File: src/rtl/pair_alu_pkg.sv
package pair_alu_pkg;

  typedef enum logic [2:0] {
    OP_ADD = 3'd0,
    OP_SUB = 3'd1,
    OP_CMP = 3'd2,
    OP_INC = 3'd3,
    OP_DEC = 3'd4
  } op_e;

  typedef enum logic {
    ST_IDLE = 1'b0,
    ST_HIGH = 1'b1
  } state_e;

  typedef struct packed {
    logic loadLow;
    logic finishHigh;
  } strobe_t;

  localparam int FLAG_N = 4;
  localparam int FLAG_V = 3;
  localparam int FLAG_H = 2;
  localparam int FLAG_Z = 1;
  localparam int FLAG_C = 0;

  localparam logic [4:0] WE_ALL  = 5'b11111;
  localparam logic [4:0] WE_NZC  = 5'b10011;
  localparam logic [4:0] WE_NZ   = 5'b10010;

endpackage

File: src/rtl/pair_alu_ctrl.sv
module pair_alu_ctrl
  import pair_alu_pkg::*;
(
  input  logic       clk,
  input  logic       rst_n,
  input  logic       start,
  input  logic [2:0] opSel,
  output strobe_t    strobes,
  output logic       busy,
  output logic       done
);

  state_e state;
  logic   opValid;

  assign opValid = (opSel <= 3'(OP_DEC));

  always_comb begin
    strobes.loadLow    = start && (state == ST_IDLE) && opValid;
    strobes.finishHigh = (state == ST_HIGH);
  end

  always_ff @(posedge clk or negedge rst_n) begin
    if (!rst_n) begin
      state <= ST_IDLE;
      done  <= 1'b0;
    end else begin
      done <= strobes.finishHigh;
      if (strobes.loadLow)
        state <= ST_HIGH;
      else if (strobes.finishHigh)
        state <= ST_IDLE;
    end
  end

  assign busy = (state == ST_HIGH);

endmodule

File: src/rtl/pair_alu_datapath.sv
module pair_alu_datapath
  import pair_alu_pkg::*;
#(
  parameter int BYTE_W = 8
) (
  input  logic                  clk,
  input  logic                  rst_n,
  input  strobe_t               strobes,
  input  logic [2:0]            opSel,
  input  logic [BYTE_W-1:0]     regY,
  input  logic [BYTE_W-1:0]     regA,
  input  logic [2*BYTE_W-1:0]   memWord,
  output logic [2*BYTE_W-1:0]   result,
  output logic                  writeYa,
  output logic                  writeMem,
  output logic [4:0]            flagWe,
  output logic [4:0]            flagVal
);

  localparam int WORD_W = 2 * BYTE_W;
  localparam int NIB_W  = BYTE_W / 2;
  localparam int MSB    = BYTE_W - 1;

  op_e                opIn;
  logic [WORD_W-1:0]  xWord;
  logic [WORD_W-1:0]  bWord;
  logic               carryIn;
  logic [BYTE_W:0]    lowSum;

  op_e                opQ;
  logic [BYTE_W-1:0]  sumLoQ;
  logic               cLoQ;
  logic [BYTE_W-1:0]  xHiQ;
  logic [BYTE_W-1:0]  bHiQ;

  logic [BYTE_W:0]    hiSum;
  logic [WORD_W-1:0]  fullWord;
  logic               halfCarry;
  logic               ovf;

  assign opIn = op_e'(opSel);

  // Select the adder inputs for the low-byte step
  always_comb begin
    xWord   = {regY, regA};
    bWord   = memWord;
    carryIn = 1'b0;
    unique case (opIn)
      OP_ADD: begin
        bWord = memWord;
      end
      OP_SUB, OP_CMP: begin
        bWord   = ~memWord;
        carryIn = 1'b1;
      end
      OP_INC: begin
        xWord   = memWord;
        bWord   = '0;
        carryIn = 1'b1;
      end
      OP_DEC: begin
        xWord   = memWord;
        bWord   = '1;
      end
      default: begin
        bWord = memWord;
      end
    endcase
  end

  assign lowSum = {1'b0, xWord[BYTE_W-1:0]} + {1'b0, bWord[BYTE_W-1:0]}
                + {{BYTE_W{1'b0}}, carryIn};

  always_ff @(posedge clk or negedge rst_n) begin
    if (!rst_n) begin
      opQ    <= OP_ADD;
      sumLoQ <= '0;
      cLoQ   <= 1'b0;
      xHiQ   <= '0;
      bHiQ   <= '0;
    end else if (strobes.loadLow) begin
      opQ    <= opIn;
      sumLoQ <= lowSum[BYTE_W-1:0];
      cLoQ   <= lowSum[BYTE_W];
      xHiQ   <= xWord[WORD_W-1:BYTE_W];
      bHiQ   <= bWord[WORD_W-1:BYTE_W];
    end
  end

  // High-byte step using the stored low-byte carry
  assign hiSum     = {1'b0, xHiQ} + {1'b0, bHiQ} + {{BYTE_W{1'b0}}, cLoQ};
  assign fullWord  = {hiSum[BYTE_W-1:0], sumLoQ};
  assign halfCarry = hiSum[NIB_W] ^ xHiQ[NIB_W] ^ bHiQ[NIB_W];
  assign ovf       = (xHiQ[MSB] == bHiQ[MSB]) && (hiSum[MSB] != xHiQ[MSB]);

  always_ff @(posedge clk or negedge rst_n) begin
    if (!rst_n) begin
      result   <= '0;
      writeYa  <= 1'b0;
      writeMem <= 1'b0;
      flagWe   <= '0;
      flagVal  <= '0;
    end else if (strobes.finishHigh) begin
      result          <= fullWord;
      flagVal[FLAG_N] <= hiSum[MSB];
      flagVal[FLAG_V] <= ovf;
      flagVal[FLAG_H] <= halfCarry;
      flagVal[FLAG_Z] <= (fullWord == '0);
      flagVal[FLAG_C] <= hiSum[BYTE_W];
      unique case (opQ)
        OP_ADD, OP_SUB: begin
          writeYa  <= 1'b1;
          writeMem <= 1'b0;
          flagWe   <= WE_ALL;
        end
        OP_CMP: begin
          writeYa  <= 1'b0;
          writeMem <= 1'b0;
          flagWe   <= WE_NZC;
        end
        OP_INC, OP_DEC: begin
          writeYa  <= 1'b0;
          writeMem <= 1'b1;
          flagWe   <= WE_NZ;
        end
        default: begin
          writeYa  <= 1'b0;
          writeMem <= 1'b0;
          flagWe   <= '0;
        end
      endcase
    end
  end

endmodule

File: src/rtl/pair_word_alu.sv
module pair_word_alu
  import pair_alu_pkg::*;
#(
  parameter int BYTE_W = 8
) (
  input  logic                  clk,
  input  logic                  rst_n,
  input  logic                  start,
  input  logic [2:0]            opSel,
  input  logic [BYTE_W-1:0]     regY,
  input  logic [BYTE_W-1:0]     regA,
  input  logic [2*BYTE_W-1:0]   memWord,
  output logic                  busy,
  output logic                  done,
  output logic [2*BYTE_W-1:0]   result,
  output logic                  writeYa,
  output logic                  writeMem,
  output logic [4:0]            flagWe,
  output logic                  flagN,
  output logic                  flagV,
  output logic                  flagH,
  output logic                  flagZ,
  output logic                  flagC
);

  strobe_t    strobes;
  logic [4:0] flagVal;

  pair_alu_ctrl u_ctrl (
    .clk     (clk),
    .rst_n   (rst_n),
    .start   (start),
    .opSel   (opSel),
    .strobes (strobes),
    .busy    (busy),
    .done    (done)
  );

  pair_alu_datapath #(.BYTE_W(BYTE_W)) u_dp (
    .clk      (clk),
    .rst_n    (rst_n),
    .strobes  (strobes),
    .opSel    (opSel),
    .regY     (regY),
    .regA     (regA),
    .memWord  (memWord),
    .result   (result),
    .writeYa  (writeYa),
    .writeMem (writeMem),
    .flagWe   (flagWe),
    .flagVal  (flagVal)
  );

  assign flagN = flagVal[FLAG_N];
  assign flagV = flagVal[FLAG_V];
  assign flagH = flagVal[FLAG_H];
  assign flagZ = flagVal[FLAG_Z];
  assign flagC = flagVal[FLAG_C];

endmodule

File: config.mk
export PLATFORM = sky130hd
export DESIGN_NAME = pair_word_alu
export DESIGN_NICKNAME = d
export VERILOG_FILES = /design/src/rtl/pair_alu_pkg.sv /design/src/rtl/pair_alu_ctrl.sv /design/src/rtl/pair_alu_datapath.sv /design/src/rtl/pair_word_alu.sv
export SDC_FILE = /design/constraint.sdc
export NUM_CORES = 1
export LEC_CHECK = 0
export BUFFER_PORTS_ARGS = -buffer_cell sky130_fd_sc_hd__buf_4
export CAP_MARGIN = 20
export CELL_PAD_IN_SITES_DETAIL_PLACEMENT = 0
export CELL_PAD_IN_SITES_GLOBAL_PLACEMENT = 1
export CORE_MARGIN = 2
export CORE_UTILIZATION = 45
export DETAILED_ROUTE_END_ITERATION = 10
export PLACE_DENSITY = 0.87
export SLEW_MARGIN = 30
export SYNTH_ARGS = -nofsm -noshare
export SYNTH_HDL_FRONTEND = slang
export SYNTH_HIERARCHICAL = 1
export SYNTH_SLANG_ARGS = --single-unit
export TNS_END_PERCENT = 100
File: constraint.sdc
create_clock -name clk -period 5.2 [get_ports clk]
set_input_delay 1.04 -clock clk [delete_from_list [all_inputs] [get_ports clk]]
set_output_delay 1.04 -clock clk [all_outputs]
set_load 0.01 [all_outputs]
==> results of run 1 <==
[state kept, by name, indices dropped and copies added, names as in the netlist]
signal and cells:
u_dp/sumLoQ 8, u_dp/writeMem 1, u_dp/cLoQ 1, u_dp/flagWe 3
u_dp/xHiQ 8, u_dp/bHiQ 8, u_dp/result 16, u_ctrl/busy 1
u_dp/opQ 3, u_ctrl/done 1, u_dp/flagVal 4
[worst max-delay path, cell delays in order]
cell and delay, ns:
buf_4 0.13, nor2_1 0.11, buf_4 0.28, nand2_1 0.16, o21ai_4 0.27, mux2i_1 0.34, fa_1 0.23, inv_1 0.05
fa_1 0.39, a21o_1 0.18, a21oi_1 0.27, o21ai_0 0.17, a31o_2 0.28, o2bb2ai_1 0.11
[cell usage in the layout (no fill, tap or decap), drive strengths merged, types with 5 or more instances in the layout]
master	netlist	routed
o21a	12	12
a21oi	16	16
mux2i	11	11
xnor2	7	7
clkbuf	14	5
nor2b	5	5
ha	14	14
a31oi	5	5
inv	15	15
mux2	23	23
nand2	24	24
dfrtp	54	54
o21ai	28	28
o211ai	9	9
o2111ai	7	7
nor3	6	6
buf	10	69
nor2	23	23
[stage by stage]
| stage | setup WS (ns) | util [%] | total power [mW] |
|---|---|---|---|
| detailed placement | 1.02 | 53.3 | 1.35 |
| floorplan | 1.65 | - | 1.08 |
| CTS | 1.35 | 54.8 | 1.63 |
| global placement | 1.15 | 53.3 | 1.33 |
| finish | 1.44 | 54.9 | 1.62 |
| global route | 1.20 | 54.9 | 1.74 |
[report_power, final]
| group | total [mW] | switching, mW | internal, mW |
|---|---|---|---|
| registers | 0.640 | 0.0894 | 0.551 |
| clock network | 0.284 | 0.142 | 0.142 |
| logic | 0.697 | 0.339 | 0.358 |
| total | 1.62 | 0.571 | 1.05 |
[logic make-up (layout without fill, tap and decap cells)]
kind of cell	Yosys count	in the layout	synth area share (%)
and+or+nand+nor	76	76	10.8
xor gates and xnor gates	8	8	2.13
adders and majority gates	20	20	8.36
buffers and inverters	39	92	5.20
AOI/OAI and AO/OA	104	104	21.3
DFF	54	54	41.0
muxes	34	34	11.2
[routing by layer]
metal	vias up	share of wire, %
li1	1319	-
met1	1264	50
met2	80	44
met3	9	4.4
met4	0	1.2
met5	-	0
[cell type report]
type	instances	area [µm²]	area share [%]
clock buffers	5	68.8	1.75
repair buffers	69	518	13.2
clock inverters	3	40.0	1.02
flip-flops and latches	54	1350	34.3
well taps	99	124	3.14
multi-input cells	242	1780	45.2
inverters	15	56.3	1.43
[worst max path at each step]
stage	startpoint	end	slack [ns]	cells after the start
after floorplan	opSel[2]	u_dp/sumLoQ[6]$_DFFE_PN0P_	1.65	12
after global placement	opSel[1]	u_dp/sumLoQ[6]$_DFFE_PN0P_	1.15	14
after detailed placement	opSel[1]	u_dp/sumLoQ[6]$_DFFE_PN0P_	1.02	14
after CTS	opSel[1]	u_dp/sumLoQ[6]$_DFFE_PN0P_	1.35	14
after global routing	opSel[1]	u_dp/sumLoQ[6]$_DFFE_PN0P_	1.20	14
final	opSel[1]	u_dp/sumLoQ[6]$_DFFE_PN0P_	1.44	14
==> results.toml, run 1 <==
[outcome]
outcome = "complete, no violations"

[logic_synthesis]
synthArstFlopShare_pct = 100
synth_nets = 391
synthTopCellsByArea = "dfrtp_1, mux2_2, ha_1"
ys_seq_area_share_pct = 41.0
ys_warn_count = 6
syn_avg_cell_area_um2 = 9.83
ys_seq_elements = 54
synth.most_common_cell = "dfrtp_1"
syn_area_mm2 = 0.00329
yosys-top-cells-count = "dfrtp_1, o21ai_0, nand2_1"
synth_edf_count = 0
netlist_instances = 335
ys.flop_type = "dfrtp_1"
synth_top_cell_by_area = "dfrtp_1"
netlist.area_leader.share_pct = 41.0
synthDistinctLibCells = 48

[critical_path]
r2r_end = "u_dp/sumLoQ[7]$_DFFE_PN0P_"
reg2reg_from = "u_ctrl/busy$_DFF_PN0_"
endpoint_kind = "register"
worstPathRequired_ns = 5.44
cp-start-kind = "input pin"
reg2reg_depth = 6
r2r_setup_slack_ns = 2.71
crit_fanout = 30
criticalPathCategory = "input pin to register"
critPathArrivalTime_ns = 4.00

[min_path]
hold_depth = 1
hp-start = "u_dp/result[14]$_DFFE_PN0P_"
hold_path.class = "register to register"
hold-path-endpoint = "u_dp/result[14]$_DFFE_PN0P_"

[finish]
areaGrowthSynthToFinish_pct = 19.6
final_area_mm2 = 0.00394
diodes = 0
fin_nets = 443
fillers = 675
fin_cells = 487
post_route_cells_drive_above_1_share_pct = 27.8

[sta]
hold_viol_final = 0
finalMaxSlewViolations = 0
setup_tns_ns = 0
hold_slack_ns = 0.488
fmax_mhz = 266
relSlewSlack_pct = 49.9
setup_viol = 0
final.setup_skew_ns = 0.00368
tightest_slew_ns = 0.751
period_minus_slack_ns = 3.76
timing.final.crit_share_pct = 72.3
rsz0062_at_grt = "false"

[grt]
grt_start_max_net_pins = 55
antenna_found_initial = 0
use_met2_pct = 29.3
met1_usage_pct = 28.3
grt_pass1_vias = 2497
track_usage_pct = 19.3
grt_pass1_wl_mm = 12.0
busiest_layer = "met2"
grt-ovfl-total = 0
met3_usage_pct = 2.86

[cts]
cts.htree.levels = 2
clk_path_buf_depth = 2
clkSlewWorstSetupHoldPaths_ns = 0.10
cts_setup_buffers = 0
cts_tree = "built"
ctsRootBufferMaster = "clkbuf_8"
post_cts_resized = 0
cts.sinks = 54
cts_buffers = 5
postCtsHoldBufs = 0
clk_latency_ns = 0.31

[die]
fp.dieW_um = 89.6
initial_core_util_pct = 45.9
dieHeight_um = 89.6
rows = 31
io_pins = 68
coreArea_mm2 = 0.00718
dieArea_mm2 = 0.00802

[detailed_routing]
vias_per_cell = 5.49
drt-initial-drc-count = 93
wl_mm = 7.25
drc = 0
drtAntennaViolNets = 0
routedWlPerCell_um = 14.9
dr.pass1.iters = 4
num_vias = 2672

[place]
dpl.cell_count = 479
dpl.hpwl_mm = 5.44
io_buffers = 67
gp_congestion = 0.870
dpl_cell_area_mm2 = 0.00382

[power_and_ir_drop]
ir_worst_vdd_mv = 0.119
p_per_area_mw_per_mm2 = 412
p_leak_nw = 1.72

[run]
cap_violations = 0
(Power assumes the default switching activity.)
==> inputs of run 2 (changes only) <==
--- a/config.mk
+++ b/config.mk
@@ -10,9 +10,9 @@
 export CELL_PAD_IN_SITES_DETAIL_PLACEMENT = 0
 export CELL_PAD_IN_SITES_GLOBAL_PLACEMENT = 1
 export CORE_MARGIN = 2
-export CORE_UTILIZATION = 45
+export CORE_UTILIZATION = 38
 export DETAILED_ROUTE_END_ITERATION = 10
-export PLACE_DENSITY = 0.87
+export PLACE_DENSITY = 0.78
 export SLEW_MARGIN = 30
 export SYNTH_ARGS = -nofsm -noshare
 export SYNTH_HDL_FRONTEND = slang
==> constraint.sdc (replaced) <==
create_clock -name clk -period 3.2 [get_ports clk]
set_input_delay 0.64 -clock clk [delete_from_list [all_inputs] [get_ports clk]]
set_output_delay 0.64 -clock clk [all_outputs]
set_load 0.01 [all_outputs]
==> run 2 against run 1 <==
Routed wire length is 5.3% higher. Worst hold slack worse by 0.11 ns. Sequential power is 61% higher. Total power is 59% higher. Core utilization is 7.1 points lower. Register-to-register slack worse by 1.9 ns. Die area is 18% higher. Via count is 0.34% higher.
==> results.toml, run 2 (synthesis results as in run 1) <==
[outcome]
outcome = "complete, no violations"

[power_and_ir_drop]
power_frac_clock_pct = 15.3
intPower_mw = 1.66
p_per_area_mw_per_mm2 = 649
switchingPower_uw = 915
p_leak_nw = 1.74
p_comb_share_pct = 44.5
ir_worst_vdd_mv = 0.208
seq_power_share_pct = 40.2
p_total_mw = 2.58
power.share.switching_pct = 35.5

[detailed_routing]
vias_per_cell = 5.37
dr.pass1.iters = 4
drt-initial-drc-count = 136
wl_mm = 7.64
drc = 0
routedWlPerCell_um = 15.3
drtAntennaViolNets = 0
num_vias = 2681

[finish]
diodes = 0
final_common_cell = "buf_4"
final_area_mm2 = 0.00397
fin_nets = 449
post_route_cells_drive_above_1_share_pct = 28.4
areaGrowthSynthToFinish_pct = 20.4
regMostFlops = "u_dp/result"
final_cell_mix = "buf_4, dfrtp_1, o21ai_0, nand2_1"
fillers = 809
regArea_mm2 = 0.00135
largest_reg_flops = 16
multi_input_area_mm2 = 0.00177

[min_path]
hold_path.class = "input pin to asynchronous set/reset pin"

[sta]
finalMaxSlewViolations = 0
timing.final.crit_share_pct = 94.0
tightest_slew_ns = 0.695
rsz0062_at_grt = "false"
hold_slack_ns = 0.382
final.setup_skew_ns = 0.00438
setup_viol = 0
relSlewSlack_pct = 53.7
period_minus_slack_ns = 3.01
fmax_mhz = 332
fin_ws_ns = 0.192
hold_viol_final = 0
setup_tns_ns = 0

[critical_path]
r2r_setup_slack_ns = 0.79
endpoint_kind = "register"
critPathArrivalTime_ns = 3.24
crit_fanout = 5
cp-start-kind = "input pin"
reg2reg_from = "u_dp/cLoQ$_DFFE_PN0P_"
worstPathRequired_ns = 3.43
r2r_end = "u_dp/flagVal[2]$_DFFE_PN0P_"
reg2reg_depth = 8
criticalPathCategory = "input pin to register"

[cts]
cts_tree = "built"
clk_path_buf_depth = 2
postCtsHoldBufs = 0
cts.htree.levels = 2
clk_latency_ns = 0.30
cts.sinks = 54
cts_buffers = 5
ctsRootBufferMaster = "clkbuf_8"
clkSlewWorstSetupHoldPaths_ns = 0.10
post_cts_resized = 0
cts_setup_buffers = 0

[grt]
antenna_found_initial = 0
track_usage_pct = 17.2
met1_usage_pct = 26.0
grt_pass1_vias = 2612
use_met2_pct = 25.6
met3_usage_pct = 3.02
grt_start_max_net_pins = 55
busiest_layer = "met1"
grt-ovfl-total = 0
grt_pass1_wl_mm = 13.4

[run]
cap_violations = 0

[die]
dieArea_mm2 = 0.00943
io_pins = 68
rows = 33
initial_core_util_pct = 39.7
dieHeight_um = 97.1
fp.dieW_um = 97.1
coreArea_mm2 = 0.00830

[place]
dpl.hpwl_mm = 5.76
io_buffers = 67
dpl_cell_area_mm2 = 0.00387
gp_congestion = 0.821
post-place-ws_ns = -0.0343
[run 2: power by group through the flow]
stage | Sequential [mW] | Combinational (mW) | Clock [mW]
floorplan | 1.08 | 0.683 | 0
global placement | 1.04 | 1.14 | 0
detailed placement | 1.05 | 1.15 | 0
CTS | 1.04 | 1.15 | 0.406
global route | 1.07 | 1.28 | 0.438
finish | 1.03 | 1.15 | 0.393
[run 2: area by class of cell]
class	count	share of cell area, %
Multi-Input combinational cell	242	44.7
Sequential cell	54	34.1
Timing Repair Buffer	75	14.2
Tap cell	105	3.31
Clock buffer	7	2.18
Inverter	15	1.42
Clock inverter	1	0.126
[run 2: worst max path at each step]
stage	startpoint	to	slack, ns
floorplan	opSel[2]	u_dp/sumLoQ[6]$_DFFE_PN0P_	0.05
global placement	opSel[1]	u_dp/sumLoQ[4]$_DFFE_PN0P_	0.09
detailed placement	opSel[1]	u_dp/sumLoQ[6]$_DFFE_PN0P_	-0.03
CTS	opSel[1]	u_dp/sumLoQ[6]$_DFFE_PN0P_	0.28
global route	opSel[1]	u_dp/sumLoQ[6]$_DFFE_PN0P_	0.03
finish	opSel[1]	u_dp/sumLoQ[6]$_DFFE_PN0P_	0.19
[run 2: stage by stage]
stage / cells / utilization (%)
after detailed placement: 491 / 46.7
after global routing: 499 / 47.8
after floorplan: 335 / -
after CTS: 499 / 47.8
final: 499 / 47.8
after global placement: 491 / 46.7
[run 2: routing by layer]
layer / vias to the layer above / share of wire [%]
met5: - / 0
met4: 0 / 0.94
met3: 4 / 4.0
met2: 57 / 45
met1: 1289 / 50
li1: 1331 / -
[run 2: critical path: stages]
cell and delay [ns]:
buf_4 0.13, nor2_1 0.22, nand2_1 0.12, o21ai_2 0.12, mux2i_1 0.28, fa_1 0.23, inv_1 0.06, fa_1 0.39
a21o_1 0.17, a21oi_1 0.28, o21ai_0 0.18, a31o_2 0.29, o2bb2ai_1 0.12
==> inputs of run 3 (changes only) <==
--- a/config.mk
+++ b/config.mk
@@ -12,10 +12,9 @@
 export CORE_MARGIN = 2
 export CORE_UTILIZATION = 38
 export DETAILED_ROUTE_END_ITERATION = 10
-export PLACE_DENSITY = 0.78
+export PLACE_DENSITY = 0.79
 export SLEW_MARGIN = 30
 export SYNTH_ARGS = -nofsm -noshare
 export SYNTH_HDL_FRONTEND = slang
-export SYNTH_HIERARCHICAL = 1
 export SYNTH_SLANG_ARGS = --single-unit
 export TNS_END_PERCENT = 100
==> run 3 against run 2 <==
Non-clock buffer count is 1 lower. Worst hold slack got worse by 0.023 ns. Fmax is 4.3% higher. Design area is 2.6% lower. Area after synthesis decreased by 3.9%. Clock-buffer cell count decreased by 1. Die area fell by 3.8%. Combinational power decreased by 8%. Via count shrank 9.5%. Critical path type unchanged. Largest cell class unchanged.
==> results.toml, run 3 <==
[logic_synthesis]
synth.most_common_cell = "dfrtp_1"
yosys-top-cells-count = "dfrtp_1, nand2_1, nor2_1"
synthArstFlopShare_pct = 100
ys_seq_elements = 54
ys_seq_area_share_pct = 42.7
synthTopCellsByArea = "dfrtp_1, mux2_2, ha_1"
yosys.area_share.adder_pct = 8.38
synth_nets = 376
syn_area_mm2 = 0.00317
synth-compound-area-share_pct = 16.9
ys.flop_type = "dfrtp_1"
synthMuxAreaShare_pct = 11.7
synth_top_cell_by_area = "dfrtp_1"
netlist_instances = 320
synth_top_family_by_area = "compound AO/OA/AOI/OAI gates"
synthDistinctLibCells = 46
ys_warn_count = 0
synth_xor_area_share_pct = 3.32
netlist.area_leader.share_pct = 42.7
syn_avg_cell_area_um2 = 9.89
synth_edf_count = 0
synthSimpleGateAreaFrac_pct = 12.0

[critical_path]
slowest_stage = "mux2_2"
critPathArrivalTime_ns = 3.10
crit_fanout = 11
max_stage_delay_ns = 0.36
critPathLaunch = "opSel[1]"
crit_top_cell = "buf_4"
criticalPathCategory = "input pin to register"
reg2reg_from = "u_dp.bHiQ[0]$_DFFE_PN0P_"
worstPathRequired_ns = 3.41
cp-start-kind = "input pin"
endpoint_kind = "register"
crit_chain = "buf_4 -> or2_4 -> mux2i_4 -> buf_4 -> buf_4 -> mux2_2 -> ha_1 -> or3_1 -> o2111ai_1 -> a21oi_1 -> o31ai_1"

[cts]
postCtsHoldBufs = 0
clk_path_buf_depth = 2
cts_tree = "built"
cts.sinks = 54
cts.htree.levels = 2
ctsRootBufferMaster = "clkbuf_8"
cts_buffers = 5
post_cts_resized = 0
clk_latency_ns = 0.30
cts_setup_buffers = 0
clkSlewWorstSetupHoldPaths_ns = 0.10

[power_and_ir_drop]
p_per_area_mw_per_mm2 = 644
ir_worst_vdd_mv = 0.198
p_leak_nw = 1.76

[die]
coreArea_mm2 = 0.00813
dieHeight_um = 95.3
io_pins = 68
dieArea_mm2 = 0.00908
fp.dieW_um = 95.3
rows = 33
initial_core_util_pct = 38.9

[finish]
diodes = 0
final_common_cell = "buf_4"
regMostFlops = "u_dp.result"
largest_reg_flops = 15
final_cell_mix = "buf_4, dfrtp_1, nand2_1, nor2_1, o21ai_0"
areaGrowthSynthToFinish_pct = 22.0
post_route_cells_drive_above_1_share_pct = 30.3
fin_cells = 488
fillers = 778
fin_nets = 438

[place]
post-place-ws_ns = -0.00625
gp_congestion = 0.808
io_buffers = 67
dpl.cell_count = 480
dpl.hpwl_mm = 5.07

[sta]
setup_viol = 0
hold_viol_final = 0
final.setup_skew_ns = 0.00490
period_minus_slack_ns = 2.88
finalMaxSlewViolations = 0
rsz0062_at_grt = "false"
setup_tns_ns = 0
tightest_slew_ns = 0.682
fmax_mhz = 347
timing.final.crit_share_pct = 90.1
relSlewSlack_pct = 54.5
fin_ws_ns = 0.317

[grt]
grt_pass1_vias = 2316
antenna_found_initial = 0
track_usage_pct = 16.1
grt_start_max_net_pins = 55
grt_pass1_wl_mm = 11.3
grt-ovfl-total = 0

[detailed_routing]
num_vias = 2425
wl_mm = 6.74
routedWlPerCell_um = 13.8
drc = 0
vias_per_cell = 4.97
drtAntennaViolNets = 0
dr.pass1.iters = 4
drt-initial-drc-count = 92

[run]
cap_violations = 0

[min_path]
hold_path.class = "input pin to asynchronous set/reset pin"

[outcome]
outcome = "complete, no violations"
-- run 3: changes by cell type after synthesis, sizes merged, moves of 4 or more --
cell	previous run	this run
o21a	12	4
a31oi	5	1
o2111ai	7	1
clkbuf	14	9
nand2	24	36
o21ai	28	23
o22a	1	7
a21oi	16	23
-- run 3: worst paths after layout --
path                       slack, ns  cells after the start                          end
setup / recovery                0.32                     11   u_dp.sumLoQ[7]$_DFFE_PN0P_
hold / removal                  0.36                      1     u_dp.xHiQ[0]$_DFFE_PN0P_
setup reg to reg                0.78                      9  u_dp.flagVal[1]$_DFFE_PN0P_
hold reg to reg                 0.49                      2     u_dp.xHiQ[0]$_DFFE_PN0P_
max in group asynchronous       2.37                      1     u_dp.bHiQ[5]$_DFFE_PN0P_
min in group clk                0.49                      2     u_dp.xHiQ[0]$_DFFE_PN0P_
-- run 3: kinds of logic after synthesis --
logic type | count (synthesis)
AOI/OAI and AO/OA | 84
xor gates and xnor gates | 12
adders and majority gates | 19
buffers and inverters | 34
DFF | 54
muxes | 33
and+or+nand+nor | 84
-- run 3: routing by layer --
layer / up-vias / wire (µm) / global-route usage (%)
li1: 1244 / - / -
met1: 1125 / 3170 / 22.6
met2: 52 / 3250 / 25.9
met3: 4 / 263 / 2.21
met4: 0 / 59 / 4.83
met5: - / 0 / 0
-- run 3: cell type report --
cell class                      count  area (µm²)  area share (%)
Clock buffer                        6        82.6            2.14
Clock inverter                      2        16.3           0.421
Inverter                           15        56.3            1.46
Multi-Input combinational cell    232        1670            43.2
Sequential cell                    54        1350            35.0
Tap cell                          105         131            3.40
Timing Repair Buffer               74         556            14.4
-- run 3: stage by stage --
step                      utilization, %  cell area, µm²  total power [mW]  hold WS [ns]
after CTS                           47.5            3860              2.52         0.387
after global routing                47.5            3860              2.69         0.411
after detailed placement            46.3            3760              2.12         0.476
final                               47.5            3860              2.49         0.358
after global placement              46.3            3760              2.10         0.473
after floorplan                        -            3180              1.70         0.344
-- run 3: worst max-delay path, delay by kind of cell --
kind | cells | cell delay [ns]
adders and majority gates | 1 | 0.22
buffers and inverters | 3 | 0.54
AOI/OAI and AO/OA | 3 | 0.57
muxes | 2 | 0.54
and+or+nand+nor | 2 | 0.57
-- run 3: power breakdown --
group          internal (mW)  switching [mW]  leakage [nW]
combinational          0.553           0.506          1.07
clock                  0.178           0.223        0.0478
sequential             0.885           0.141         0.646
total                   1.62           0.870          1.76
